**config.mk**
```make
export PLATFORM = sky130hd
export DESIGN_NAME = tmrbank_regif
export DESIGN_NICKNAME = d
export VERILOG_FILES = /design/src/rtl/tmrbank_pkg.sv /design/src/rtl/tmrbank_addr_dec.sv /design/src/rtl/tmrbank_ctrl_seq.sv /design/src/rtl/tmrbank_irq_stat.sv /design/src/rtl/tmrbank_regif.sv
export SDC_FILE = /design/constraint.sdc
export NUM_CORES = 1
export LEC_CHECK = 0
export ABC_AREA = 1
export BUFFER_PORTS_ARGS = -buffer_cell sky130_fd_sc_hd__buf_4
export CORE_MARGIN = 1
export CORE_UTILIZATION = 41
export CTS_CLUSTER_DIAMETER = 120
export CTS_CLUSTER_SIZE = 30
export DETAILED_ROUTE_END_ITERATION = 8
export GPL_ROUTABILITY_DRIVEN = 0
export GPL_TIMING_DRIVEN = 0
export PLACE_DENSITY_LB_ADDON = 0.12
export SYNTH_ARGS = -nofsm -noshare
export SYNTH_HDL_FRONTEND = slang
export SYNTH_SLANG_ARGS = --single-unit
```
**constraint.sdc**
```tcl
create_clock -name clk -period 1.35 [get_ports clk]
set_input_delay 0.0675 -clock clk [delete_from_list [all_inputs] [get_ports clk]]
set_output_delay 0.0675 -clock clk [all_outputs]
set_load 0.02 [all_outputs]
```
**src/rtl/tmrbank_pkg.sv**
```systemverilog
package tmrbank_pkg;

    localparam int NIB_W = 4;

    typedef struct packed {
        logic pulse;
        logic ovf_irq;
        logic ext_clk;
        logic en;
    } chctl_t;

    typedef enum logic [1:0] {
        SEQ_IDLE,
        SEQ_FIELDS,
        SEQ_ENABLE
    } seq_ph_t;

    typedef enum logic [2:0] {
        HIT_NONE,
        HIT_CHAN,
        HIT_CTRL,
        HIT_IRQ,
        HIT_CLR
    } hit_t;

endpackage

```
**src/rtl/tmrbank_addr_dec.sv**
```systemverilog
module tmrbank_addr_dec
    import tmrbank_pkg::*;
#(
    parameter int NCH         = 8,
    parameter int ADDR_W      = 8,
    parameter int SHARED_SLOT = 3,
    localparam int CIDX_W     = $clog2(NCH),
    localparam int SLOT_W     = ADDR_W - 4
) (
    input  logic [ADDR_W-1:0] addr,
    output hit_t              kind,
    output logic [CIDX_W-1:0] chan,
    output logic [1:0]        regsel
);

    logic [SLOT_W-1:0] slot;
    logic [SLOT_W-1:0] slot_m1;

    assign slot    = addr[ADDR_W-1:4];
    assign slot_m1 = slot - SLOT_W'(1);
    assign regsel  = addr[3:2];

    always_comb begin
        kind = HIT_NONE;
        chan = '0;
        if (addr[1:0] != 2'b00) begin
            kind = HIT_NONE;
        end else if (slot < SLOT_W'(SHARED_SLOT)) begin
            kind = HIT_CHAN;
            chan = slot[CIDX_W-1:0];
        end else if (slot == SLOT_W'(SHARED_SLOT)) begin
            case (addr[3:2])
                2'd0:    kind = HIT_CTRL;
                2'd1:    kind = HIT_IRQ;
                2'd3:    kind = HIT_CLR;
                default: kind = HIT_NONE;
            endcase
        end else if (slot <= SLOT_W'(NCH)) begin
            kind = HIT_CHAN;
            chan = slot_m1[CIDX_W-1:0];
        end
    end

endmodule

```
**src/rtl/tmrbank_ctrl_seq.sv**
```systemverilog
module tmrbank_ctrl_seq
    import tmrbank_pkg::*;
#(
    parameter int NCH            = 8,
    parameter int FIRST_PULSE_CH = 4,
    localparam int CTRL_W        = NIB_W * NCH
) (
    input  logic              clk,
    input  logic              rst,
    input  logic              load,
    input  logic [CTRL_W-1:0] tgt_raw,
    output logic [CTRL_W-1:0] ctrl,
    output logic              pulse_viol
);

    chctl_t [NCH-1:0] raw_v;
    chctl_t [NCH-1:0] tgt_v;
    chctl_t [NCH-1:0] cur_q;
    chctl_t [NCH-1:0] pend_q;
    seq_ph_t          ph_q;
    logic [NCH-1:0]   low_pulse_req;
    logic [NCH-1:0]   low_pulse_now;
    logic [NCH-1:0]   en_now;
    logic [CTRL_W-1:0] other_now;

    assign raw_v = tgt_raw;

    for (genvar c = 0; c < NCH; c++) begin : g_ch
        if (c < FIRST_PULSE_CH) begin : g_nopulse
            assign tgt_v[c]         = '{pulse: 1'b0, ovf_irq: raw_v[c].ovf_irq,
                                        ext_clk: raw_v[c].ext_clk, en: raw_v[c].en};
            assign low_pulse_req[c] = raw_v[c].pulse;
            assign low_pulse_now[c] = cur_q[c].pulse;
        end else begin : g_pulse
            assign tgt_v[c]         = raw_v[c];
            assign low_pulse_req[c] = 1'b0;
            assign low_pulse_now[c] = 1'b0;
        end
        assign en_now[c] = cur_q[c].en;
        assign other_now[NIB_W*c +: NIB_W] =
            {cur_q[c].pulse, cur_q[c].ovf_irq, cur_q[c].ext_clk, 1'b0};
    end

    assign pulse_viol = load & (|low_pulse_req);
    assign ctrl       = cur_q;

    always_ff @(posedge clk) begin
        if (rst) begin
            cur_q  <= '0;
            pend_q <= '0;
            ph_q   <= SEQ_IDLE;
        end else if (load) begin
            for (int c = 0; c < NCH; c++) begin
                cur_q[c].en <= cur_q[c].en & tgt_v[c].en;
            end
            pend_q <= tgt_v;
            ph_q   <= SEQ_FIELDS;
        end else begin
            case (ph_q)
                SEQ_FIELDS: begin
                    for (int c = 0; c < NCH; c++) begin
                        cur_q[c].ext_clk <= pend_q[c].ext_clk;
                        cur_q[c].ovf_irq <= pend_q[c].ovf_irq;
                        cur_q[c].pulse   <= pend_q[c].pulse;
                    end
                    ph_q <= SEQ_ENABLE;
                end
                SEQ_ENABLE: begin
                    cur_q <= pend_q;
                    ph_q  <= SEQ_IDLE;
                end
                default: ph_q <= SEQ_IDLE;
            endcase
        end
    end

    assert_en_rise_last_R4: assert property (@(posedge clk) disable iff (rst)
        (|(en_now & ~$past(en_now))) |-> ($past(ph_q) == SEQ_ENABLE));

    assert_fields_hold_on_en_R4: assert property (@(posedge clk) disable iff (rst)
        (en_now != $past(en_now)) |-> (other_now == $past(other_now)));

    assert_low_pulse_zero_R5: assert property (@(posedge clk) disable iff (rst)
        low_pulse_now == '0);

endmodule

```
**src/rtl/tmrbank_irq_stat.sv**
```systemverilog
module tmrbank_irq_stat #(
    parameter int NCH = 8
) (
    input  logic           clk,
    input  logic           rst,
    input  logic [NCH-1:0] evt,
    input  logic           wr_and,
    input  logic [NCH-1:0] wmask,
    output logic [NCH-1:0] status
);

    logic [NCH-1:0] st_q;

    always_ff @(posedge clk) begin
        if (rst) begin
            st_q <= '0;
        end else begin
            st_q <= (wr_and ? (st_q & wmask) : st_q) | evt;
        end
    end

    assign status = st_q;

    assert_clear_needs_write_R6: assert property (@(posedge clk) disable iff (rst)
        (|($past(st_q) & ~st_q)) |-> $past(wr_and));

    assert_event_sets_R6: assert property (@(posedge clk) disable iff (rst)
        (|evt) |=> ((st_q & $past(evt)) == $past(evt)));

endmodule

```
**src/rtl/tmrbank_regif.sv**
```systemverilog
module tmrbank_regif
    import tmrbank_pkg::*;
#(
    parameter int NCH            = 8,
    parameter int FIRST_PULSE_CH = 4,
    parameter int ADDR_W         = 8,
    parameter int DATA_W         = 32,
    localparam int CIDX_W        = $clog2(NCH),
    localparam int CTRL_W        = NIB_W * NCH
) (
    input  logic              clk,
    input  logic              rst,
    input  logic              req_valid,
    input  logic              req_write,
    input  logic [ADDR_W-1:0] req_addr,
    input  logic [DATA_W-1:0] req_wdata,
    output logic              rsp_valid,
    output logic [DATA_W-1:0] rsp_rdata,
    output logic              rsp_err,
    output logic [CIDX_W-1:0] ch_sel,
    output logic [1:0]        ch_reg,
    output logic [NCH-1:0]    ch_wr_en,
    output logic [DATA_W-1:0] ch_wdata,
    input  logic [DATA_W-1:0] ch_rdata,
    input  logic [NCH-1:0]    irq_evt,
    output logic [CTRL_W-1:0] ctrl_o
);

    hit_t              kind;
    logic [CIDX_W-1:0] chan;
    logic [1:0]        regsel;
    logic              wr;
    logic              ctrl_load;
    logic [CTRL_W-1:0] ctrl_tgt;
    logic              pulse_viol;
    logic [NCH-1:0]    irq_status;
    logic [DATA_W-1:0] rd_val;
    logic              acc_err;

    tmrbank_addr_dec #(.NCH(NCH), .ADDR_W(ADDR_W)) u_dec (
        .addr   (req_addr),
        .kind   (kind),
        .chan   (chan),
        .regsel (regsel)
    );

    assign wr        = req_valid & req_write;
    assign ch_sel    = chan;
    assign ch_reg    = regsel;
    assign ch_wdata  = req_wdata;
    assign ctrl_load = wr & ((kind == HIT_CTRL) | (kind == HIT_CLR));
    assign ctrl_tgt  = (kind == HIT_CTRL) ? req_wdata[CTRL_W-1:0]
                                          : (ctrl_o & ~req_wdata[CTRL_W-1:0]);

    always_comb begin
        ch_wr_en = '0;
        for (int c = 0; c < NCH; c++) begin
            ch_wr_en[c] = wr && (kind == HIT_CHAN) && (chan == CIDX_W'(c));
        end
    end

    tmrbank_ctrl_seq #(.NCH(NCH), .FIRST_PULSE_CH(FIRST_PULSE_CH)) u_seq (
        .clk        (clk),
        .rst        (rst),
        .load       (ctrl_load),
        .tgt_raw    (ctrl_tgt),
        .ctrl       (ctrl_o),
        .pulse_viol (pulse_viol)
    );

    tmrbank_irq_stat #(.NCH(NCH)) u_irq (
        .clk    (clk),
        .rst    (rst),
        .evt    (irq_evt),
        .wr_and (wr & (kind == HIT_IRQ)),
        .wmask  (req_wdata[NCH-1:0]),
        .status (irq_status)
    );

    always_comb begin
        rd_val = '0;
        case (kind)
            HIT_CHAN: rd_val = ch_rdata;
            HIT_CTRL: rd_val[CTRL_W-1:0] = ctrl_o;
            HIT_IRQ:  rd_val[NCH-1:0] = irq_status;
            default:  rd_val = '0;
        endcase
    end

    assign acc_err = req_valid & ((kind == HIT_NONE) | pulse_viol);

    always_ff @(posedge clk) begin
        if (rst) begin
            rsp_valid <= 1'b0;
            rsp_rdata <= '0;
            rsp_err   <= 1'b0;
        end else begin
            rsp_valid <= req_valid;
            rsp_rdata <= (req_valid && !req_write) ? rd_val : '0;
            rsp_err   <= acc_err;
        end
    end

    assert_one_strobe_R1: assert property (@(posedge clk) disable iff (rst)
        $onehot0(ch_wr_en));

    assert_rsp_follows_R2: assert property (@(posedge clk) disable iff (rst)
        req_valid |=> rsp_valid);

    assert_err_zero_data_R8: assert property (@(posedge clk) disable iff (rst)
        rsp_err |-> (rsp_rdata == '0));

    assert_err_has_req_R8: assert property (@(posedge clk) disable iff (rst)
        rsp_err |-> $past(req_valid));

endmodule

```
==> metrics.yaml, run 1 <==
worst_setup_path:
  cp.arrival_ps: 1370
  critPathLaunchType: "input port"
  r2r-start: "u_seq.ph_q[0]$_SDFF_PP0_"
  path_max_fanout: 4
  crit_path_end_kind: "output pin"
  r2r_end: "u_seq.ctrl[28]$_SDFFE_PP0P_"
  r2r_cells: 7
  r2r_setup_slack_ps: 60
  crit_required_ps: 1280
  worstSetupPathType: "input port to output pin"
power_and_ir_drop:
  p_leak_uw: 0.00328
  p_per_area_mw_per_mm2: 801
  peakVddDrop_mv: 0.465
  finalPower_uw: 5810
sta:
  holdWs_ps: 7.02
  maxSlewViolCount: 0
  fin_skew_ps: 13.4
  fin_setup_tns_ps: -555
  max_freq_mhz: 697
  setup_ws_ps: -84.5
  hold_viol: 0
  worst_pin_slew_ps: 646
  setup_violations: 8
  rsz0062_at_grt: "yes"
  slew_headroom_pct: 56.9
  period_share_pct: 106
  post-route-min-period_ps: 1430
placed_design:
  io_buffers: 190
  hpwl_um: 10500
  dpl_worst_slack_ps: -513
clock_tree:
  cts_root_buf: "clkbuf_8"
  cts_tree: "yes"
  clock_path_buffers: 2
  clock_latency_ps: 380
  clk_pin_slew_ps: 110
  htreeDepth: 3
  cts_buffers: 9
  clkSinkCount: 100
floorplanning:
  rows: 38
  ios: 195
  start_util_pct: 42.2
  coreArea_mm2: 0.0109
  die_w_um: 108
  fp.dieH_um: 108
  die_area_mm2: 0.0116
detailed_routing:
  wl_per_cell_um: 14.4
  routed-via-count: 5139
  ant_nets: 0
  vias_per_cell: 4.87
  drt_iter0_drc: 272
  drt-pass1-iter-count: 5
  routed_wl_um: 15200
  drc: 0
synth:
  synth-seq-cells: 100
  syn_area_per_cell_um2: 7.05
  netlist_area_mm2: 0.00459
  synth_cells: 652
  yosysWarnings: 0
  yosysSeqAreaShare_pct: 43.6
  synth_cell_types: 28
grt:
  grt_pass1_vias: 4975
  grt_max_degree: 19
  grt_usage_pct: 26.4
  overflow: 0
  antenna_found_initial: 0
  grt_pass1_wl_um: 23900
worst_hold_path:
  whs_endpoint: "u_irq.status[1]$_SDFF_PP0_"
  hold_depth: 3
  min_from: "req_wdata[1]"
  hold_path_class: "input port to flip-flop"
finish:
  area_growth_pct: 58.0
  regArea_mm2: 0.00200
  fillCellCount: 930
  utilization_pct: 66.7
  drive_above_1_share_pct: 35.3
  finalNetCount: 999
  multiInputGateArea_mm2: 0.00212
  diodes: 0
status:
  status: "finished, violations left"
  violations: "setup timing"
job:
  drv_cap: 0
[state kept, by name (all words and copies together), names as in the netlist]
signal	flops
rsp_rdata	32
u_seq.ctrl	28
u_seq.pend_q	28
u_irq.status	8
u_seq.ph_q	2
rsp_err	1
rsp_valid	1
[cell families after synthesis]
logic type	after synthesis	synth area share (%)
other cells	1	0.0816
flops	100	43.6
fa+ha+maj	4	1.09
compound gates	110	12.4
simple gates	307	27.9
buf+inv	130	15.0
[cell usage in the layout (no fill, tap or decap), types with 2 or more instances in the layout]
cell and n:
dfxtp_1 100, clkbuf_4 2, nand3_2 2, dlygate4sd3_1 46
ha_1 2, clkinv_4 3, a31oi_1 4, nand2_4 3
inv_2 8, nand2_1 198, buf_4 239, nand2_2 4
a21oi_4 2, nand4_1 2, nor2_1 17, nor2_4 14
nand3_1 60, clkbuf_8 10, a22oi_1 3, o21ai_1 19
o21ai_0 12, inv_6 4, clkbuf_1 7, buf_6 19
conb_1 4, a21oi_1 68, inv_1 47
[layer usage]
layer | up-vias | wire length, µm | global-route usage (%)
met3 | 28 | 962 | 4.06
met1 | 2361 | 6320 | 32.0
met5 | - | 0 | 0
met2 | 197 | 7610 | 46.1
met4 | 0 | 301 | 11.3
li1 | 2553 | - | -
[Yosys cell counts (all sizes together)]
library cell	instances	area (µm²)
a21oi	70	350
nand3b	1	7.51
o22ai	1	6.26
ha	4	50.1
nor2	32	148
inv	59	221
buf	59	424
nor4	1	6.26
a22oi	3	22.5
nand3	63	315
nand2	206	778
conb	1	3.75
dfxtp	100	2000
nor3	1	5.00
clkbuf	12	45.0
nand4	2	12.5
nor3b	1	7.51
o21ai	32	164
a31oi	4	25.0
[final cells by class]
cell class              instances  share of cell area, %
plain buffers                  69                   7.25
clock buffers                  10                   1.90
clock inverters                 6                  0.758
inverters                      59                   3.27
multi-input cells             425                   29.2
flip-flops and latches        100                   27.6
well taps                     140                   2.41
repair buffers                247                   27.7
[worst max path at each step]
| stage | startpoint | end | slack (ps) | depth (start not counted) |
|---|---|---|---|---|
| CTS | req_addr[4] | ch_wr_en[4] | -50 | 10 |
| global route | req_addr[4] | ch_wr_en[1] | -170 | 10 |
| floorplan | req_addr[4] | u_seq.ctrl[28]$_SDFFE_PP0P_ | 3 | 14 |
| finish | req_addr[4] | ch_wr_en[5] | -80 | 10 |
| detailed placement | req_addr[5] | rsp_rdata[27]$_SDFF_PP0_ | -510 | 10 |
| global placement | req_addr[5] | u_irq.status[5]$_SDFF_PP0_ | -480 | 10 |
[where the power goes]
part | total (µW) | switching (µW) | internal [µW] | leakage [µW]
sequential | 2980 | 10.3 | 2970 | 0.000809
combinational | 920 | 436 | 483 | 0.00237
clock | 1910 | 1150 | 758 | 0.0000994
total | 5810 | 1600 | 4220 | 0.00328
[worst max-delay path: stages]
cell and delay, ps:
buf_8 110, inv_6 60, ha_4 130, inv_2 40
o21ai_4 190, nand4_1 210, nor2_4 200, nand2_4 120
nor2_4 130, buf_6 120
[through the flow]
step                std cells  instance area (µm²)
finish                   1056                 7260
global route             1056                 7260
CTS                      1054                 7190
detailed placement        985                 6370
global placement          985                 6370
floorplan                 655                 4770
[what timing repair did]
| item | CTS | global route |
|---|---|---|
| setup buffers | 9 | 1 |
| endpoints found under the setup margin | 65 | 102 |
| gates resized for setup | 28 | 30 |
| hold endpoints to repair | 41 | 0 |
| hold buffers | 46 | 0 |
| cloned | 0 | 1 |
| pin swaps | 16 | 4 |
No activity file was read; power rests on OpenSTA's default activity.
==> run 2, diff against run 1 <==
==> constraint.sdc (replaced) <==
create_clock -name clk -period 1.31 [get_ports clk]
set_input_delay 0.0655 -clock clk [delete_from_list [all_inputs] [get_ports clk]]
set_output_delay 0.0655 -clock clk [all_outputs]
set_load 0.02 [all_outputs]
==> run 2 against run 1 <==
Net effect: the flow still finishes with violations (setup timing); flip-flop and latch count unchanged; total power up 6.0%; clock skew down 2.8 ps; cell count up 0.57%; via count up 2.9%; sequential power up 3%; register-to-register slack about the same; sequential share of layout area down 0.61 points; clock power up 9.9%; non-clock buffer count up 6; die area unchanged; combinational power up 7.1%; critical endpoint is now ch_wr_en[2]; largest cell class unchanged.
==> metrics.yaml, run 2 (synthesis gave the netlist of run 1 again) <==
status:
  status: "finished, violations left"  # unchanged
  violations: "setup timing"  # unchanged
detailed_routing:
  drc: 0  # unchanged
  wl_per_cell_um: 15.0  # was 14.4 µm
  routed-via-count: 5289  # was 5,139
  ant_nets: 0  # unchanged
  vias_per_cell: 4.98  # was 4.87
  drt-pass1-iter-count: 5  # unchanged
  drt_iter0_drc: 329  # was 272
  routed_wl_um: 15900  # was 15,200 µm
floorplanning:
  die_w_um: 108  # unchanged
  die_area_mm2: 0.0116  # unchanged
  rows: 38  # unchanged
  fp.dieH_um: 108  # unchanged
  ios: 195  # unchanged
  coreArea_mm2: 0.0109  # unchanged
  start_util_pct: 42.2  # unchanged
placed_design:
  hpwl_um: 10500  # about the same
  io_buffers: 190  # unchanged
  dp.cells: 985  # unchanged
  dpl_worst_slack_ps: -571  # was -513 ps
sta:
  slew_headroom_pct: 51.1  # was 56.9%
  setup_ws_ps: -81.6  # was -84.5 ps
  fin_skew_ps: 10.7  # was 13.4 ps
  worst_pin_slew_ps: 734  # was 646 ps
  max_freq_mhz: 719
  post-route-min-period_ps: 1390
  rsz0062_at_grt: "yes"  # unchanged
  period_share_pct: 106
  hold_viol: 0  # unchanged
  setup_violations: 11  # was 8
  maxSlewViolCount: 0  # unchanged
power_and_ir_drop:
  peakVddDrop_mv: 0.692  # was 0.465 mV
  p_per_area_mw_per_mm2: 830  # was 801 mW/mm²
  p_leak_uw: 0.00335  # was 0.00328 µW
job:
  drv_cap: 0  # unchanged
finish:
  regArea_mm2: 0.00200  # about the same
  final_cell_mix: "buf_4 (236), nand2_1 (197), dfxtp_1 (99), a21oi_1 (65), nand3_1 (59)"  # was buf_4 (239), nand2_1 (198), dfxtp_1 (100), a21oi_1 (68), nand3_1 (60)
  final_cells: 1062  # was 1,056
  drive_above_1_share_pct: 36.3  # was 35.3%
  largest_reg_flops: 32  # unchanged
  finalNetCount: 1005  # was 999
  multiInputGateArea_mm2: 0.00215  # was 0.00212 mm²
  final_common_cell: "buf_4"  # unchanged
  area_growth_pct: 61.7  # was 58.0%
  diodes: 0  # unchanged
  fillCellCount: 901  # was 930
  largest-register: "rsp_rdata"  # unchanged
grt:
  grt_pass1_vias: 4989  # was 4,975
  grt_usage_pct: 26.6  # was 26.4%
  overflow: 0  # unchanged
  grt_max_degree: 19  # unchanged
  grt_pass1_wl_um: 24000  # was 23,900 µm
  antenna_found_initial: 0  # unchanged
worst_setup_path:
  cp.arrival_ps: 1330  # was 1370 ps
  critPathLaunchType: "input port"  # unchanged
  crit_path_end_kind: "output pin"  # unchanged
  path_max_fanout: 4  # unchanged
  r2r_end: "u_seq.ctrl[5]$_SDFFE_PP0P_"  # was u_seq.ctrl[28]$_SDFFE_PP0P_
  crit_path_start: "req_addr[4]"  # unchanged
  crit_required_ps: 1240  # was 1280 ps
  worstSetupEndpoint: "ch_wr_en[2]"  # was ch_wr_en[5]
  worstSetupPathType: "input port to output pin"  # unchanged
  r2r_cells: 7  # unchanged
  r2r-start: "u_seq.ph_q[0]$_SDFF_PP0_"  # unchanged
  r2r_setup_slack_ps: 70  # was 60 ps
clock_tree:
  cts_buffers: 9  # unchanged
  cts_root_buf: "clkbuf_8"  # unchanged
  clkSinkCount: 100  # unchanged
  clock_path_buffers: 2  # unchanged
  clk_pin_slew_ps: 110  # about the same
  cts_tree: "yes"  # unchanged
  clock_latency_ps: 370  # was 380 ps
  htreeDepth: 3  # unchanged
worst_hold_path:
  hold_path_class: "input port to flip-flop"  # unchanged
  min_from: "req_wdata[4]"  # was req_wdata[1]
[run 2: report_power, final]
group          switching [µW]  leakage, µW  internal, µW
combinational             464      0.00243           521
clock                    1180     0.000107           923
sequential               11.6     0.000809          3070
total                    1660      0.00335          4510
[run 2: layout make-up]
type,count,share of cell area [%]
multi-input cells,425,28.9
repair buffers,252,28.0
flip-flops and latches,100,27.0
plain buffers,70,7.56
inverters,59,3.40
well taps,140,2.36
clock buffers,9,1.67
clock inverters,7,1.09
[run 2: stage by stage]
stage          utilization, %  cell area, µm²  hold WS (ps)  TNS (ps)  power (µW)
3_5_place_dp             58.8            6400           299    -44610        3940
2_1_floorplan               -            4800           186     -97.6        3540
5_1_grt                  68.2            7430          9.87     -3470        6380
4_1_cts                  66.6            7250          12.3      -590        6130
3_3_place_gp             58.8            6400           286    -41000        3920
6_report                 68.2            7430          27.5      -568        6160
[run 2: worst max-delay path, stage by stage]
cell and delay, ps:
buf_12 110, clkinv_8 40, ha_4 120, inv_2 40
o21ai_4 190, nand4_1 200, nor2_4 200, nand2_4 120
nor2_4 120, buf_6 120
[run 2: how the worst min path moves through the flow]
stage	end	slack, ps	depth (start not counted)
after floorplan	rsp_rdata[11]$_SDFF_PP0_	190	2
final	u_irq.status[4]$_SDFF_PP0_	30	3
after detailed placement	rsp_rdata[11]$_SDFF_PP0_	300	3
after global routing	u_irq.status[4]$_SDFF_PP0_	10	3
after CTS	u_irq.status[4]$_SDFF_PP0_	10	3
after global placement	rsp_rdata[15]$_SDFF_PP0_	290	3
[run 2: timing repair]
action	4_1_cts	5_1_grt
endpoints found under the setup margin	94	93
pin swaps	17	8
gates cloned	0	4
hold buffers	48	0
setup buffers	8	3
hold endpoints to repair	42	0
gates resized for setup	31	43
[run 2: routing by layer]
| layer | GRT usage (%) | up-vias | wire length, µm |
|---|---|---|---|
| li1 | - | 2566 | - |
| met1 | 32.9 | 2446 | 6420 |
| met2 | 45.4 | 244 | 8080 |
| met3 | 4.18 | 33 | 1020 |
| met4 | 11.5 | 0 | 369 |
| met5 | 0 | - | 0 |
